[src/rtl/tick_write_mem_pkg.sv]
package tick_write_mem_pkg;

  // Strobes passed from the edge-detect control to the array datapath.
  typedef struct packed {
    logic fire;     // design-clock transition of the selected polarity seen this tick
    logic clkLevel; // registered design-clock level
  } wr_strobe_t;

endpackage

[src/rtl/tick_write_mem_ctl.sv]
module tick_write_mem_ctl
  import tick_write_mem_pkg::*;
#(
  parameter bit RISING = 1'b1
) (
  input  logic       tickClk,
  input  logic       rstN,
  input  logic       dsnClk,
  output wr_strobe_t strobe
);

  // Idle level of the registered copy: chosen so the first tick cannot fire.
  localparam logic IDLE_LVL = RISING ? 1'b1 : 1'b0;

  logic clkQ;
  logic edgeSeen;

  always_ff @(posedge tickClk or negedge rstN) begin
    if (!rstN) clkQ <= IDLE_LVL;
    else       clkQ <= dsnClk;
  end

  generate
    if (RISING) begin : g_rise
      assign edgeSeen = ~clkQ & dsnClk;
    end else begin : g_fall
      assign edgeSeen = clkQ & ~dsnClk;
    end
  endgenerate

  assign strobe.fire     = edgeSeen;
  assign strobe.clkLevel = clkQ;

endmodule

[src/rtl/tick_write_mem_dp.sv]
module tick_write_mem_dp
  import tick_write_mem_pkg::*;
#(
  parameter int DEPTH  = 16,
  parameter int WIDTH  = 8,
  parameter int NUM_RD = 2
) (
  input  logic                              tickClk,
  input  wr_strobe_t                        strobe,
  input  logic [WIDTH-1:0]                  wrMask,
  input  logic [$clog2(DEPTH)-1:0]          wrAddr,
  input  logic [WIDTH-1:0]                  wrData,
  input  logic [NUM_RD*$clog2(DEPTH)-1:0]   rdAddr,
  output logic [NUM_RD*WIDTH-1:0]           rdData,
  output logic [WIDTH-1:0]                  dlyMask,
  output logic [$clog2(DEPTH)-1:0]          dlyAddr
);

  localparam int ADDR_W = $clog2(DEPTH);
  localparam bit FULL_MAP = (DEPTH == (1 << ADDR_W));

  logic [WIDTH-1:0]  maskQ;
  logic [ADDR_W-1:0] addrQ;
  logic [WIDTH-1:0]  dataQ;
  logic [WIDTH-1:0]  effMask;
  logic              addrOk;
  logic [WIDTH-1:0]  memArr [DEPTH];

  // One-tick delayed copies of the write inputs.
  always_ff @(posedge tickClk) begin
    maskQ <= wrMask;
    addrQ <= wrAddr;
    dataQ <= wrData;
  end

  generate
    if (FULL_MAP) begin : g_full
      assign addrOk = 1'b1;
    end else begin : g_part
      assign addrOk = ({1'b0, addrQ} < (ADDR_W+1)'(DEPTH));
    end
  endgenerate

  assign effMask = (strobe.fire && addrOk) ? maskQ : '0;

  always_ff @(posedge tickClk) begin
    for (int b = 0; b < WIDTH; b++) begin
      if (effMask[b]) memArr[addrQ][b] <= dataQ[b];
    end
  end

  genvar p;
  generate
    for (p = 0; p < NUM_RD; p++) begin : g_rd
      assign rdData[p*WIDTH +: WIDTH] = memArr[rdAddr[p*ADDR_W +: ADDR_W]];
    end
  endgenerate

  assign dlyMask = maskQ;
  assign dlyAddr = addrQ;

endmodule

[src/rtl/tick_write_mem.sv]
module tick_write_mem
  import tick_write_mem_pkg::*;
#(
  parameter int DEPTH  = 16,
  parameter int WIDTH  = 8,
  parameter int NUM_RD = 2,
  parameter bit RISING = 1'b1
) (
  input  logic                            tickClk,
  input  logic                            rstN,
  input  logic                            dsnClk,
  input  logic [WIDTH-1:0]                wrMask,
  input  logic [$clog2(DEPTH)-1:0]        wrAddr,
  input  logic [WIDTH-1:0]                wrData,
  input  logic [NUM_RD*$clog2(DEPTH)-1:0] rdAddr,
  output logic [NUM_RD*WIDTH-1:0]         rdData
);

  wr_strobe_t                 strobe;
  logic [WIDTH-1:0]           dlyMask;
  logic [$clog2(DEPTH)-1:0]   dlyAddr;

  tick_write_mem_ctl #(.RISING(RISING)) u_ctl (
    .tickClk (tickClk),
    .rstN    (rstN),
    .dsnClk  (dsnClk),
    .strobe  (strobe)
  );

  tick_write_mem_dp #(.DEPTH(DEPTH), .WIDTH(WIDTH), .NUM_RD(NUM_RD)) u_dp (
    .tickClk (tickClk),
    .strobe  (strobe),
    .wrMask  (wrMask),
    .wrAddr  (wrAddr),
    .wrData  (wrData),
    .rdAddr  (rdAddr),
    .rdData  (rdData),
    .dlyMask (dlyMask),
    .dlyAddr (dlyAddr)
  );

endmodule

[config.mk]
export PLATFORM = sky130hd
export DESIGN_NAME = tick_write_mem
export DESIGN_NICKNAME = d
export VERILOG_FILES = /design/src/rtl/tick_write_mem_pkg.sv /design/src/rtl/tick_write_mem_ctl.sv /design/src/rtl/tick_write_mem_dp.sv /design/src/rtl/tick_write_mem.sv
export SDC_FILE = /design/constraint.sdc
export NUM_CORES = 1
export LEC_CHECK = 0
export ABC_AREA = 1
export BUFFER_PORTS_ARGS = -buffer_cell sky130_fd_sc_hd__clkbuf_2
export CAP_MARGIN = 20
export CORE_ASPECT_RATIO = 0.5
export CORE_MARGIN = 4
export CORE_UTILIZATION = 45
export CTS_CLUSTER_SIZE = 30
export DETAILED_ROUTE_END_ITERATION = 12
export GPL_ROUTABILITY_DRIVEN = 0
export GPL_TIMING_DRIVEN = 0
export PLACE_DENSITY = 0.65
export SYNTH_ARGS = -nofsm -noshare
export SYNTH_HDL_FRONTEND = slang
export SYNTH_SLANG_ARGS = --single-unit
[constraint.sdc]
create_clock -name tickClk -period 1.94 [get_ports tickClk]
set_input_delay 0 -clock tickClk [delete_from_list [all_inputs] [get_ports tickClk]]
set_output_delay 0 -clock tickClk [all_outputs]
set_load 0.02 [all_outputs]
==> results.sh <==
export IMPL_via_count=7524
export IMPL_cts_resized=0
export IMPL_dpl_cell_count=1279
export IMPL_cp_arrival_ps=1810
export IMPL_rows=34
export IMPL_antenna_found_initial=0
export IMPL_start_kind="register"
export IMPL_clk_latency_ps=440
export IMPL_first_iter_violations=1163
export IMPL_synth_seq_cells=149
export IMPL_io_buffer_count=40
export IMPL_setup_viol=0
export IMPL_final_common_cell="nand2_1"
export IMPL_slew_headroom_pct=40.6
export IMPL_cts_hold_buf=22
export IMPL_cts_root_buf="clkbuf_16"
export IMPL_cellPowerDensity_nw_per_um2=847
export IMPL_leakage_nw=4.10
export IMPL_clock_path_buffers=2
export IMPL_syn_area_um2=7950
export IMPL_yosysWarningCount=0
export IMPL_diodes=0
export IMPL_die_w_um=196
export IMPL_final_layout_size_suffix_gt1_share_pct=11.6
export IMPL_fp_dieH_um=102
export IMPL_drcViolationCount=0
export IMPL_grt_usage_pct=28.3
export IMPL_fin_skew_ps=12.4
export IMPL_first_pass_iters=6
export IMPL_vdd_drop_max_mv=0.621
export IMPL_most_common_layout_cells="nand2_1 (298), nand3_1 (224), inv_1 (139)"
export IMPL_grt_setup_unrepaired="false"
export IMPL_instances_no_fill=1333
export IMPL_io_pins=47
export IMPL_start_util_pct=45.8
export IMPL_critical_path_required_ps=2080
export IMPL_grt_max_degree=17
export IMPL_hp_class="primary input to asynchronous set/reset pin"
export IMPL_place_area_um2=8440
export IMPL_rrSetupSlack_ps=270
export IMPL_die_area_um2=20000
export IMPL_cts_setup_buffers=0
export IMPL_synthCells=1005
export IMPL_min_period_ps=1670
export IMPL_numCtsBuffers=17
export IMPL_dp_hpwl_mm=18.4
export IMPL_drv_cap=0
export IMPL_r2r_end="u_dp.memArr[8][2]"
export IMPL_wl_met3_mm=4.10
export IMPL_fin_area_um2=9260
export IMPL_core_area_um2=17400
export IMPL_clock_fmax_ghz=0.597
export IMPL_cts_tree="yes"
export IMPL_r2r_start="u_ctl.clkQ"
export IMPL_ant_nets=0
export IMPL_m1WireLength_mm=11.4
export IMPL_r2r_cells=4
export IMPL_top_layer="met4"
export IMPL_synth_cell_types=14
export IMPL_path_max_fanout=10
export IMPL_h_tree_depth=4
export IMPL_fin_nets=1117
export IMPL_avgRoutedWirePerCell_um=20.9
export IMPL_synthesis_nets=1036
export IMPL_end_kind="register"
export IMPL_finalSetupTns_ps=0
export IMPL_syn_avg_cell_area_um2=7.91
export IMPL_slew_viol_final=0
export IMPL_wl_met2_mm=11.5
export IMPL_tightest_slew_ps=890
export IMPL_crit_type="register to register"
export IMPL_cts_sinks=149
export IMPL_vias_per_cell=5.64
export IMPL_wl_mm=27.8
export IMPL_synth_yosys_seq_area_share_pct=53.7
export IMPL_hold_viol=0
export IMPL_grt_first_pass_wirelength_mm=42.0
export IMPL_syn_to_final_growth_pct=16.6
export IMPL_grt_pass1_vias=7137
export IMPL_layout_worst_path_cycle_share_pct=86.3
export IMPL_status="completed"
export IMPL_cts_clk_slew_worst_paths_ps=70
export IMPL_overflow=0
[worst max path at each step]
stage / startpoint / to / slack, ps
after floorplan: u_ctl.clkQ / u_dp.memArr[14][0] / 690
after global placement: u_ctl.clkQ / u_dp.memArr[8][2] / 300
after detailed placement: u_ctl.clkQ / u_dp.memArr[8][2] / 250
after CTS: u_ctl.clkQ / u_dp.memArr[8][2] / 270
after global routing: u_ctl.clkQ / u_dp.memArr[8][2] / 190
final: u_ctl.clkQ / u_dp.memArr[8][2] / 270
[cell type report]
cell class	instances	area (um^2)
fillers	1593	8100
flip-flops and latches	149	4270
multi-input cells	657	2750
inverters	143	537
clock buffers	20	447
repair buffers	62	420
plain buffers	56	384
well taps	234	293
clock inverters	12	155
[state kept, by name (all words and copies together) (netlist names)]
| signal | count |
|---|---|
| u_dp.dlyAddr | 4 |
| u_dp.dataQ | 8 |
| u_ctl.clkQ | 1 |
| u_dp.memArr | 128 |
| u_dp.dlyMask | 8 |
[logic make-up (layout without fill, tap and decap cells)]
group         count (synthesis)  count (layout)  share of synthesized area, %
flops                       149             149                          53.7
simple gates                657             657                          34.7
buf+inv                     199             293                          11.6
[critical path: stages (launching register included)]
cell and delay [ps]:
dfstp_2 370, nor2_4 270, nand2_1 300, buf_2 290
nor2_1 150
[cell usage after synthesis]
| library cell | n | area share [%] |
|---|---|---|
| inv_2 | 4 | 0.19 |
| nand2_1 | 298 | 14 |
| buf_1 | 1 | 0.047 |
| buf_6 | 15 | 2.1 |
| inv_1 | 139 | 6.6 |
| buf_2 | 31 | 2.0 |
| dfxtp_1 | 20 | 5.0 |
| nor2_4 | 1 | 0.14 |
| nand3_1 | 224 | 14 |
| edfxtp_1 | 128 | 48 |
| dfstp_2 | 1 | 0.33 |
| nor2_1 | 134 | 6.3 |
| clkbuf_1 | 3 | 0.14 |
| buf_4 | 6 | 0.57 |
[where the power goes]
group / total (mW) / internal [mW] / switching [mW] / leakage [nW]
clock: 3.44 / 2.06 / 1.38 / 0.280
combinational: 0.853 / 0.258 / 0.595 / 2.49
sequential: 3.55 / 3.50 / 0.0486 / 1.33
total: 7.84 / 5.82 / 2.02 / 4.10
[per-layer routing]
layer	up-vias	track usage, %
met3	94	9.03
met5	-	0
met1	3509	39.9
met4	0	9.54
met2	571	41.9
li1	3350	-
[through the flow]
| step | total power, mW | util (%) | setup WS (ps) | hold WS [ps] |
|---|---|---|---|---|
| finish | 7.84 | 53.4 | 266 | 33.7 |
| global route | 8.04 | 53.4 | 194 | 45.4 |
| CTS | 7.81 | 53.4 | 268 | 39.5 |
| detailed placement | 4.40 | 48.6 | 255 | -64.6 |
| global placement | 4.39 | 48.6 | 304 | -67.3 |
| floorplan | 4.07 | - | 690 | -148 |
Note: power is estimated with default switching activity, not from simulation.
